===== config.mk =====
export PLATFORM = sky130hd
export DESIGN_NAME = memmap_decoder
export DESIGN_NICKNAME = d
export VERILOG_FILES = /design/src/rtl/mmd_pkg.sv /design/src/rtl/mmd_ctrl_regs.sv /design/src/rtl/mmd_region_decode.sv /design/src/rtl/memmap_decoder.sv
export SDC_FILE = /design/constraint.sdc
export NUM_CORES = 1
export LEC_CHECK = 0
export ABC_AREA = 0
export BUFFER_PORTS_ARGS = -buffer_cell sky130_fd_sc_hd__buf_2
export CAP_MARGIN = 20
export CORE_UTILIZATION = 47
export DETAILED_ROUTE_END_ITERATION = 10
export PLACE_DENSITY = 0.87
export SYNTH_ARGS = -nofsm -noshare
export SYNTH_HDL_FRONTEND = slang
export SYNTH_SLANG_ARGS = --single-unit

===== constraint.sdc =====
create_clock -name clk -period 2.75 [get_ports clk]
set_input_delay 0.4125 -clock clk [delete_from_list [all_inputs] [get_ports clk]]
set_output_delay 0.4125 -clock clk [all_outputs]
set_load 0.03 [all_outputs]

===== src/rtl/mmd_pkg.sv =====
// Shared types for the banked memory map decoder.
// Assumes a 32-bit physical address and a 16 MB RAM span.
package mmd_pkg;
    typedef enum logic [2:0] {
        TGT_RAM  = 3'd0,
        TGT_BIOS = 3'd1,
        TGT_BOOT = 3'd2,
        TGT_DISK = 3'd3,
        TGT_NONE = 3'd4
    } tgt_e;

    localparam logic [19:0] WIN_LO   = 20'h80000;
    localparam logic [19:0] HOLE_LO  = 20'hA0000;
    localparam logic [19:0] OPT_LO   = 20'hC0000;
    localparam logic [19:0] DISK_LO  = 20'hD8000;
    localparam logic [19:0] DISK_END = 20'hDA000;
    localparam logic [19:0] OPT_END  = 20'hE0000;
    localparam logic [19:0] BIOS_LO  = 20'hE8000;
    localparam logic [19:0] BOOT_LO  = 20'hF8000;
endpackage


===== src/rtl/mmd_ctrl_regs.sv =====
// Control state for the decoder: the window bank register, the boot-ROM
// select flag and the shadow-RAM flag. The port interface is sampled on
// the rising edge, so a write is seen by the decode one cycle later.
// Assumes single-byte port accesses with no wait states.
module mmd_ctrl_regs #(
    parameter int          IO_AW       = 16,
    parameter logic [15:0] WIN_PORT    = 16'h0461,
    parameter logic [15:0] BOOT_PORT   = 16'h043D,
    parameter logic [15:0] SHADOW_PORT = 16'h053D,
    parameter logic [7:0]  WIN_RESET   = 8'h08
) (
    input  logic             clk,
    input  logic             rst_n,
    input  logic             io_wr,
    input  logic [IO_AW-1:0] io_addr,
    input  logic [7:0]       io_wdata,
    output logic [7:0]       win_q,
    output logic             boot_sel_q,
    output logic             shadow_q
);
    logic hit_win, hit_boot, hit_shadow;
    logic boot_on_code, boot_off_code;

    // Port hit and value decode for the three writable ports.
    always_comb begin
        hit_win       = io_wr && (io_addr == IO_AW'(WIN_PORT));
        hit_boot      = io_wr && (io_addr == IO_AW'(BOOT_PORT));
        hit_shadow    = io_wr && (io_addr == IO_AW'(SHADOW_PORT));
        boot_on_code  = (io_wdata == 8'h00) || (io_wdata == 8'h10);
        boot_off_code = (io_wdata == 8'h02) || (io_wdata == 8'h12);
    end

    // Window register: loads only when the upper seven bits change.
    always_ff @(posedge clk) begin
        if (!rst_n)
            win_q <= WIN_RESET;
        else if (hit_win && (io_wdata[7:1] != win_q[7:1]))
            win_q <= io_wdata;
    end

    // Boot-ROM overlay flag: two recognised codes each way.
    always_ff @(posedge clk) begin
        if (!rst_n)
            boot_sel_q <= 1'b1;
        else if (hit_boot && boot_on_code)
            boot_sel_q <= 1'b1;
        else if (hit_boot && boot_off_code)
            boot_sel_q <= 1'b0;
    end

    // Shadow-RAM flag follows bit 1 of each write to its port.
    always_ff @(posedge clk) begin
        if (!rst_n)
            shadow_q <= 1'b0;
        else if (hit_shadow)
            shadow_q <= io_wdata[1];
    end
endmodule


===== src/rtl/mmd_region_decode.sv =====
// Combinational address decode. It folds the top-of-4GB mirror onto the
// first megabyte, then applies the window and the ROM/RAM overlays.
// Assumes the control state is stable for the whole cycle.
module mmd_region_decode
    import mmd_pkg::*;
#(
    parameter int PAGE_W = 9,
    parameter int OFF_W  = 17
) (
    input  logic [31:0]       addr,
    input  logic [7:0]        win,
    input  logic              boot_sel,
    input  logic              shadow,
    output tgt_e              tgt,
    output logic [PAGE_W-1:0] page,
    output logic [OFF_W-1:0]  off
);
    localparam int HI_PAGE_MSB = PAGE_W + 14;

    logic [19:0] la;
    logic        low_meg;
    logic        below_top;

    // Region flags: the first megabyte (or its mirror) and RAM up to 16 MB.
    always_comb begin
        la        = addr[19:0];
        low_meg   = (addr[31:20] == 12'h000) || (addr[31:20] == 12'hFFF);
        below_top = (addr[31:HI_PAGE_MSB+1] == '0);
    end

    // Target, page and offset selection.
    always_comb begin
        tgt  = TGT_NONE;
        page = '0;
        off  = '0;
        if (low_meg) begin
            if (la < WIN_LO) begin
                tgt  = TGT_RAM;
                page = PAGE_W'(la[19:15]);
            end else if (la < HOLE_LO) begin
                tgt  = TGT_RAM;
                page = PAGE_W'({win[7:1], la[16:15]});
            end else if (la >= OPT_LO && la < OPT_END) begin
                if (shadow) begin
                    tgt  = TGT_RAM;
                    page = PAGE_W'(la[19:15]);
                end else if (la >= DISK_LO && la < DISK_END) begin
                    tgt = TGT_DISK;
                    off = OFF_W'(la - DISK_LO);
                end
            end else if (la >= BIOS_LO) begin
                if (boot_sel) begin
                    if (la >= BOOT_LO) begin
                        tgt = TGT_BOOT;
                        off = OFF_W'(la[14:0]);
                    end
                end else if (shadow) begin
                    tgt  = TGT_RAM;
                    page = PAGE_W'(la[19:15]);
                end else begin
                    tgt = TGT_BIOS;
                    off = OFF_W'(la - BIOS_LO);
                end
            end
        end else if (below_top) begin
            tgt  = TGT_RAM;
            page = addr[HI_PAGE_MSB:15];
        end
    end
endmodule


===== src/rtl/memmap_decoder.sv =====
// Top of the banked memory map decoder: control registers plus the
// combinational region decode, and readback of the window register.
// Assumes the RAM/ROM arrays and the 0xFF fill of unmapped reads are outside.
module memmap_decoder
    import mmd_pkg::*;
#(
    parameter int          IO_AW       = 16,
    parameter int          PAGE_W      = 9,
    parameter int          OFF_W       = 17,
    parameter logic [15:0] WIN_PORT    = 16'h0461,
    parameter logic [15:0] BOOT_PORT   = 16'h043D,
    parameter logic [15:0] SHADOW_PORT = 16'h053D
) (
    input  logic              clk,
    input  logic              rst_n,
    input  logic              io_wr,
    input  logic [IO_AW-1:0]  io_addr,
    input  logic [7:0]        io_wdata,
    output logic [7:0]        io_rdata,
    input  logic [31:0]       mem_addr,
    output logic [2:0]        tgt,
    output logic [PAGE_W-1:0] ram_page,
    output logic [OFF_W-1:0]  rom_off
);
    logic [7:0] win_q;
    logic       boot_sel_q;
    logic       shadow_q;
    tgt_e       tgt_dec;

    mmd_ctrl_regs #(
        .IO_AW(IO_AW), .WIN_PORT(WIN_PORT), .BOOT_PORT(BOOT_PORT),
        .SHADOW_PORT(SHADOW_PORT), .WIN_RESET(8'h08)
    ) i_regs (
        .clk(clk), .rst_n(rst_n), .io_wr(io_wr), .io_addr(io_addr),
        .io_wdata(io_wdata), .win_q(win_q), .boot_sel_q(boot_sel_q),
        .shadow_q(shadow_q)
    );

    mmd_region_decode #(.PAGE_W(PAGE_W), .OFF_W(OFF_W)) i_dec (
        .addr(mem_addr), .win(win_q), .boot_sel(boot_sel_q),
        .shadow(shadow_q), .tgt(tgt_dec), .page(ram_page), .off(rom_off)
    );

    // Output the decoded target code and the port readback.
    always_comb begin
        tgt      = tgt_dec;
        io_rdata = (io_addr == IO_AW'(WIN_PORT)) ? win_q : 8'hFF;
    end
endmodule


==> metrics.cfg, run 1 <==
[timing]
finalCritPeriodShare_pct = 93.2
finalCriticalPeriod_ns = 2.56
hold_violations = 0
skew_ns = 0.00319
slew_viol_final = 0
tightest_slew_ns = 0.587
grt_setup_unrepaired = no
timing.fmax_mhz = 390
finalSetupViolations = 0
slew_headroom_pct = 60.7
final.setup.tns_ns = 0

[clocking]
cts_tree = built
clkSlewWorstSetupHoldPaths_ns = 0.06
cts_made_buffers = 3
clock_latency_ns = 0.27
clockBufferDepth = 2
cts_sinks = 10
cts_max_level = 1
ctsRootBufferMaster = clkbuf_4
cts_hold_buf = 0

[die]
ios = 96
die_h_um = 59.1
core_area_um2 = 3080
fp.dieW_um = 59.1
die_area_um2 = 3500
start_util_pct = 49.8
rows = 20

[run_status]
status = finished clean

[routing]
drc = 0
drtAntennaViolNets = 0
avgRoutedWirePerCell_um = 13.3
drt-vias-per-instance = 5.86
first_pass_iters = 6
wl_um = 4510
drt-initial-drc-count = 91
dr_total_vias = 1987

[yosys]
yosys_warnings = 0
synth-edff-count = 0
synthTopCellsByCount = nand2_1 (20), nand4_1 (12), nor3_1 (12), nor3_2 (12)
synth_area_leader_cell = dfxtp_1
synth_top_cell_area_share_pct = 13.1
synth_seq_cells = 10
netlist_area_um2 = 1530
yosysMostFrequentCell = nand2_1
synthesis.nets = 262
synth.distinct_cells = 56
async_flop_share_pct = 0
syn_avg_cell_area_um2 = 7.63
synthFlopType = dfxtp_1
synthCells = 201
synth-seq-area-share_pct = 13.1
netlist_top_cells_area = dfxtp_1 (13%), nor3_2 (7.8%), nand2_1 (4.9%)

[setup_path]
rr_worst_depth = 5
worstPathRequired_ns = 2.34
reg2reg_slack_ns = 1.05
crit_type = in -> out
worstSetupStartpointType = input port
crit_fanout = 10
arrival_ns = 2.15
reg2reg_from = i_regs.win_q[3]
cp-end-kind = output pin
r2r_end = i_regs.win_q[2]

[flow_run]
maxCapViolCount = 0

[grt]
grt_pass1_wl_um = 7020
grt_usage_pct = 25.5
grt_overflow = 0
antenna_found_initial = 0
grt_max_degree = 17
grt_pass1_vias = 1744

[placed_design]
hpwl_um = 3720
placed_area_um2 = 2040
numPortBuffers = 95
gp_congestion = 0.859

[cells_and_area]
drive_above_1_share_pct = 47.8
nFillCells = 288
nNetsFinal = 358
areaGrowthSynthToFinish_pct = 34.9
finish.instance_area_um2 = 2070
num_antenna_cells = 0

[worst_hold_path]
min_from = rst_n
hold_path.class = in -> reg
hold_end = i_regs.win_q[3]
hold_depth = 2

[power_and_ir_drop]
p_leak_uw = 0.000801
irDropWorstVdd_uv = 268
power_density_nw_per_um2 = 181

-- power breakdown --
part | internal (uW) | leakage [uW] | switching, uW | total [uW]
logic | 54.8 | 0.000706 | 74.5 | 129
clock network | 50.7 | 0.0000138 | 50.3 | 101
registers | 145 | 0.0000806 | 0.00148 | 145
-- what timing repair did --
action,CTS,global route
setup buffers,0,0
setup endpoints to repair,0,6
resized for setup,0,1
-- how the worst max path moves through the flow --
stage | startpoint | end | slack (ns) | cells after the start
CTS | mem_addr[16] | rom_off[12] | 0.13 | 10
detailed placement | mem_addr[16] | rom_off[13] | 0.13 | 10
floorplan | mem_addr[18] | rom_off[15] | 0.01 | 6
global route | mem_addr[16] | rom_off[11] | 0.04 | 10
finish | mem_addr[16] | rom_off[12] | 0.19 | 10
global placement | mem_addr[1] | rom_off[10] | 0.21 | 8
-- cell families after synthesis --
kind of cell,synth area share [%]
AND/OR/NAND/NOR,50.8
AO/OA/AOI/OAI,22.8
buffers and inverters,7.10
flip-flops,13.1
XOR/XNOR,4.00
adder cells (fa/ha/maj),1.63
multiplexers,0.653
-- registers in the layout (all words and copies together), names as in the netlist --
name,flops
i_regs.boot_sel_q,1
i_regs.shadow_q,1
i_regs.win_q,8
-- worst max-delay path, stage by stage --
cell and delay, ns:
buf_2 0.12, inv_1 0.07, ha_1 0.13, nor4bb_1 0.28, nand2_1 0.14, o22ai_2 0.23
a31oi_4 0.20, buf_4 0.22, nor3_2 0.14, buf_2 0.21
-- area by class of cell --
class | instances | area (um^2) | share of cell area, %
well taps | 44 | 55.1 | 2.66
clock buffers | 3 | 22.5 | 1.09
flip-flops and latches | 10 | 200 | 9.67
inverters | 8 | 30.0 | 1.45
repair buffers | 102 | 528 | 25.5
multi-input cells | 172 | 1230 | 59.6
-- metrics by stage --
stage	util (%)	setup WS (ns)	total power (uW)	hold slack, ns	instances
CTS	67.0	0.126	369	0.355	339
floorplan	-	0.0133	207	0.449	201
global route	67.2	0.0390	390	0.354	339
finish	67.2	0.188	375	0.350	339
detailed placement	66.2	0.129	274	0.496	336
global placement	66.2	0.210	271	0.464	336
-- per-layer routing --
metal / vias to the layer above / share of wire, % / track usage (%)
met5: - / 0 / 0
met4: 0 / 2.1 / 9.52
met3: 12 / 8.4 / 4.15
met2: 111 / 50 / 48.7
met1: 902 / 39 / 27.8
li1: 962 / - / -
-- layout by cell type, fill, tap and decap left out, types with 6 or more instances in the layout --
cell type,netlist,layout
nor2_1,10,10
nand3_1,9,9
nor3_1,12,12
nand2_1,20,20
a21oi_1,8,8
o21ai_1,9,9
buf_2,3,95
nand4_1,12,12
inv_1,7,7
nor4_2,6,6
buf_4,5,7
nand2b_1,9,9
nor3_2,12,12
dfxtp_1,10,10
Note: power is estimated with default switching activity, not from simulation.
==> inputs of run 2 (changes only) <==
==> constraint.sdc (replaced) <==
create_clock -name clk -period 2.75 [get_ports clk]
set_input_delay 0 -clock clk [delete_from_list [all_inputs] [get_ports clk]]
set_output_delay 0 -clock clk [all_outputs]
set_load 0.03 [all_outputs]
==> metrics.cfg, run 2 (same netlist as run 1, synthesis figures left out) <==
[run_status]
status = finished clean

[cells_and_area]
drive_above_1_share_pct = 46.6
largest_register_ffs = 8
nFillCells = 278
mostFrequentLayoutCell = buf_2
nNetsFinal = 352
regMostFlops = i_regs.win_q
finish.instance_area_um2 = 2030
final_cell_mix = buf_2 (95), nand2_1 (20), nand4_1 (12), nor3_1 (12), nor3_2 (12)
areaGrowthSynthToFinish_pct = 32.5
final_cells = 334
num_antenna_cells = 0
biggestRegsByFlops = i_regs.win_q x8, i_regs.boot_sel_q x1, i_regs.shadow_q x1

[timing]
hold_violations = 0
slew_viol_final = 0
final.setup.worst_slack_ns = 0.699
tightest_slew_ns = 0.892
skew_ns = 0.00214
final.setup.tns_ns = 0
slew_headroom_pct = 40.4
finalCriticalPeriod_ns = 2.05
timing.fmax_mhz = 488
grt_setup_unrepaired = no
finalCritPeriodShare_pct = 74.6
finalSetupViolations = 0

[grt]
grt_max_degree = 22
grt_pass1_wl_um = 6710
grt_pass1_vias = 1670
grt_overflow = 0
grt_usage_pct = 24.3
antenna_found_initial = 0

[power_and_ir_drop]
finalPower_uw = 404
power_density_nw_per_um2 = 199
irDropWorstVdd_uv = 244
p_comb_share_pct = 30.7
p_leak_uw = 0.000775
clock_power_share_pct = 33.5
switching_share_pct = 31.5
intPower_uw = 277
power_frac_seq_pct = 35.8
p_sw_uw = 127

[clocking]
clkSlewWorstSetupHoldPaths_ns = 0.07
cts_max_level = 1
clock_latency_ns = 0.27
cts_resized = 0
post_cts_buffers = 0
cts_sinks = 10
ctsRootBufferMaster = clkbuf_4
clockBufferDepth = 2
cts_tree = built
cts_made_buffers = 3

[routing]
wl_um = 4220
drt-vias-per-instance = 5.76
dr_total_vias = 1923
drc = 0
avgRoutedWirePerCell_um = 12.6
drtAntennaViolNets = 0
drt-initial-drc-count = 122
first_pass_iters = 4

[die]
ios = 96
die_h_um = 59.1
start_util_pct = 49.8
die_area_um2 = 3500
fp.dieW_um = 59.1
rows = 20
core_area_um2 = 3080

[setup_path]
worstSetupStartpointType = flop
worstPathRequired_ns = 2.75
critPathBufInv = 1
crit_fanout = 15
reg2reg_from = i_regs.win_q[3]
crit_cells = 5
path_cells = o21a_1 -> o21ai_1 -> a31oi_2 -> nor3_1 -> buf_2
slowest_delay_ns = 0.75
rr_worst_depth = 5
crit_type = reg -> out
arrival_ns = 2.05
startpoint = i_regs.boot_sel_q
cp-end-kind = output pin
crit_family = compound AO/OA/AOI/OAI gates
crit_slowest_cell = a31oi_2

[placed_design]
dp_slack_ns = 0.903
numPortBuffers = 95
gp_congestion = 0.897
hpwl_um = 3530
dp.cells = 329
placed_area_um2 = 1990

[flow_run]
maxCapViolCount = 0

[worst_hold_path]
hold_depth = 3
min_from = io_wdata[5]
hold_path.class = in -> reg

[run 2: changes by cell type in the layout (fill, tap and decap cells not counted)]
cell | before | now
a31oi_2 | 1 | 2
a31oi_4 | 2 | 1
buf_4 | 7 | 0
clkbuf_8 | 0 | 1
dlygate4sd3_1 | 0 | 1
[run 2: final timing paths]
kind / slack [ns] / endpoint
worst max-delay path: 0.70 / rom_off[2]
worst min-delay path: 0.009 / i_regs.win_q[5]
worst max register to register: 1.13 / i_regs.win_q[0]
worst min register to register: 0.50 / i_regs.win_q[0]
[run 2: cell type report]
| type | instances | area, um^2 | area share [%] |
|---|---|---|---|
| Tap cell | 44 | 55.1 | 2.71 |
| Sequential cell | 10 | 200 | 9.85 |
| Multi-Input combinational cell | 172 | 1220 | 60.3 |
| Inverter | 8 | 30.0 | 1.48 |
| Clock buffer | 4 | 36.3 | 1.79 |
| Timing Repair Buffer | 96 | 485 | 23.9 |
[run 2: metrics by stage]
step                hold slack [ns]  utilization [%]
floorplan                    0.0718                -
global placement              0.209             64.5
detailed placement            0.207             64.5
CTS                          0.0132             66.0
global route                 0.0340             66.0
finish                      0.00913             66.0
[run 2: routing by layer]
layer	wire length, um	part of all wire (%)	vias to the layer above	GRT usage, %
met3	361	8.6	9	3.49
met4	64	1.5	0	9.52
met2	2060	49	97	44.8
li1	-	-	953	-
met1	1730	41	864	27.9
met5	0	0	-	0
[run 2: power by group through the flow]
stage	Sequential (uW)	Combinational [uW]	Clock, uW
floorplan	148	59.4	0
global placement	148	119	0
detailed placement	148	121	0
CTS	145	123	134
global route	145	136	142
finish	145	124	135
[run 2: worst register-to-register path: cells and delay by family (launching register included)]
family	cells	cell delay [ns]
AND/OR/NAND/NOR	3	0.90
AO/OA/AOI/OAI	1	0.09
flip-flops	1	0.35
XOR/XNOR	1	0.17
[run 2: what timing repair did]
item                       CTS  global route
hold endpoints to repair     2             0
setup endpoints to repair    0             0
hold buffers                 1             0
==> inputs of run 3 (changes only) <==
--- a/config.mk
+++ b/config.mk
@@ -5,12 +5,12 @@
 export SDC_FILE = /design/constraint.sdc
 export NUM_CORES = 1
 export LEC_CHECK = 0
-export ABC_AREA = 0
+export ABC_AREA = 1
 export BUFFER_PORTS_ARGS = -buffer_cell sky130_fd_sc_hd__buf_2
 export CAP_MARGIN = 20
-export CORE_UTILIZATION = 47
+export CORE_UTILIZATION = 39
 export DETAILED_ROUTE_END_ITERATION = 10
-export PLACE_DENSITY = 0.87
+export PLACE_DENSITY = 0.77
 export SYNTH_ARGS = -nofsm -noshare
 export SYNTH_HDL_FRONTEND = slang
 export SYNTH_SLANG_ARGS = --single-unit
==> constraint.sdc (replaced) <==
create_clock -name clk -period 1.7 [get_ports clk]
set_input_delay 0 -clock clk [delete_from_list [all_inputs] [get_ports clk]]
set_output_delay 0 -clock clk [all_outputs]
set_load 0.03 [all_outputs]
==> metrics.cfg, run 3 <==
[clocking]
clkSlewWorstSetupHoldPaths_ns = 0.05
clockBufferDepth = 2
cts_tree = built
ctsRootBufferMaster = clkbuf_8
clock_latency_ns = 0.24
cts_made_buffers = 3
cts_max_level = 1
post_cts_buffers = 0
cts_sinks = 10

[cells_and_area]
final_util_pct = 56.8
biggestRegsByFlops = i_regs.win_q x8, i_regs.boot_sel_q x1, i_regs.shadow_q x1
drive_above_1_share_pct = 35.8
mostFrequentLayoutCell = buf_2
nFillCells = 386
nNetsFinal = 440
final_cells = 425
largest_register_ffs = 8
final_cell_mix = buf_2 (95), nand2_1 (81), nor2_1 (43), inv_1 (35), nand3_1 (25)
regMostFlops = i_regs.win_q
areaGrowthSynthToFinish_pct = 38.3
num_antenna_cells = 0

[routing]
drc = 0
dr_total_vias = 2014
drtAntennaViolNets = 0
avgRoutedWirePerCell_um = 9.57
drt-initial-drc-count = 99
wl_um = 4070
drt-vias-per-instance = 4.74
first_pass_iters = 4

[die]
die_h_um = 64.3
fp.dieW_um = 64.3
rows = 22
die_area_um2 = 4140
start_util_pct = 41.0
ios = 96
core_area_um2 = 3690

[setup_path]
worstSetupStartpointType = flop
arrival_ns = 1.52
worstPathRequired_ns = 1.70
rr_worst_depth = 7
crit_type = reg -> out
r2r_end = i_regs.win_q[2]
crit_fanout = 15
reg2reg_from = i_regs.win_q[3]
cp-end-kind = output pin
reg2reg_slack_ns = 0.36

[grt]
grt_usage_pct = 19.6
grt_max_degree = 17
grt_pass1_vias = 1740
grt_overflow = 0
grt_pass1_wl_um = 6790
antenna_found_initial = 0

[placed_design]
dp.cells = 421
numPortBuffers = 95
dp_slack_ns = 0.261
gp_congestion = 0.857
hpwl_um = 3450

[yosys]
netlist_top_cells_area = nand2_1 (20%), dfxtp_1 (13%), nor2_1 (11%)
yosys_warnings = 0
synthCells = 277
synthFlopType = dfxtp_1
synth-seq-area-share_pct = 13.2
synth_top_cell_area_share_pct = 20.1
synthTopCellsByCount = nand2_1 (81), nor2_1 (43), inv_1 (35)
synth_seq_cells = 10
syn_avg_cell_area_um2 = 5.47
yosysMostFrequentCell = nand2_1
synth-edff-count = 0
synth.distinct_cells = 26
async_flop_share_pct = 0
synth_area_leader_cell = nand2_1
synthesis.nets = 338
netlist_area_um2 = 1510

[timing]
final.setup.worst_slack_ns = 0.177
timing.fmax_mhz = 657
finalCriticalPeriod_ns = 1.52
finalCritPeriodShare_pct = 89.6
slew_viol_final = 0
skew_ns = 0.00421
tightest_slew_ns = 0.317
hold_violations = 0
grt_setup_unrepaired = no
finalSetupViolations = 0
final.setup.tns_ns = 0
slew_headroom_pct = 78.7
holdWs_ns = 0.0554

[worst_hold_path]
hold_end = i_regs.win_q[4]
hold_depth = 3
hold_path.class = in -> reg
min_from = io_wdata[4]

[power_and_ir_drop]
p_leak_uw = 0.00108
irDropWorstVdd_uv = 582
power_density_nw_per_um2 = 321

[run_status]
status = finished clean

[flow_run]
maxCapViolCount = 0

==> run 3: cell count changes in the layout (fill, tap and decap cells not counted), sizes merged, moves of 5 or more <==
| cell | change |
|---|---|
| nand3 | +20 |
| nand2b | -9 |
| a31oi | -6 |
| nand2 | +69 |
| o21ai | -7 |
| nor2 | +47 |
| nor4 | -9 |
| nor3 | -17 |
| nand4 | -5 |
| inv | +29 |
==> run 3: worst max path at each step <==
stage | from | end | slack, ns | cells after the start
after floorplan | mem_addr[13] | rom_off[0] | 0.40 | 8
after global placement | mem_addr[13] | rom_off[8] | 0.27 | 10
after detailed placement | mem_addr[13] | rom_off[0] | 0.26 | 10
after CTS | i_regs.shadow_q | rom_off[0] | 0.17 | 7
after global routing | i_regs.shadow_q | rom_off[12] | 0.04 | 7
final | i_regs.shadow_q | rom_off[0] | 0.18 | 7
==> run 3: worst max-delay path, cell delays in order (launching register included) <==
cell and delay (ns):
dfxtp_1 0.37, inv_1 0.11, or2_2 0.29, nand3_2 0.09, nand2_4 0.11, nand2_1 0.10
nor2_1 0.04, buf_2 0.18
==> run 3: cell families (layout without fill, tap and decap cells) <==
logic type | after synthesis | count (layout) | share of synthesized area, %
xor gates and xnor gates | 8 | 8 | 4.63
DFF | 10 | 10 | 13.2
buffers and inverters | 40 | 140 | 11.6
adders and majority gates | 2 | 2 | 1.65
and+or+nand+nor | 199 | 199 | 63.0
AOI/OAI and AO/OA | 18 | 18 | 5.95
==> run 3: per-layer routing <==
metal / vias to the layer above / GRT usage (%) / wire (um) / share of wire (%)
met5: - / 0 / 0 / 0
met2: 57 / 35.8 / 2000 / 49
li1: 1075 / - / - / -
met3: 2 / 2.32 / 195 / 4.8
met1: 880 / 24.6 / 1850 / 46
met4: 0 / 3.06 / 20 / 0.49
==> run 3: through the flow <==
step / instance area [um^2] / total power, uW
after floorplan: 1510 / 324
after global placement: 2040 / 425
after detailed placement: 2040 / 428
after CTS: 2090 / 678
after global routing: 2090 / 707
final: 2090 / 673
==> run 3: layout make-up <==
| type | instances | area (um^2) | share of cell area (%) |
|---|---|---|---|
| Clock buffer | 3 | 41.3 | 1.97 |
| Inverter | 37 | 139 | 6.63 |
| Tap cell | 48 | 60.1 | 2.87 |
| Multi-Input combinational cell | 227 | 1140 | 54.4 |
| Timing Repair Buffer | 100 | 515 | 24.6 |
| Sequential cell | 10 | 200 | 9.56 |
==> run 3: where the power goes <==
| part | switching (uW) | total (uW) | leakage, uW | internal, uW |
|---|---|---|---|---|
| clock network | 91.6 | 247 | 0.0000216 | 155 |
| logic | 107 | 191 | 0.000982 | 84.4 |
| registers | 0.00211 | 235 | 0.0000806 | 235 |
==> run 3: timing repair <==
| item | in CTS | in global routing |
|---|---|---|
| hold buffers | 1 | 0 |
| endpoints found under the hold margin | 2 | 0 |
| resized for setup | 0 | 0 |
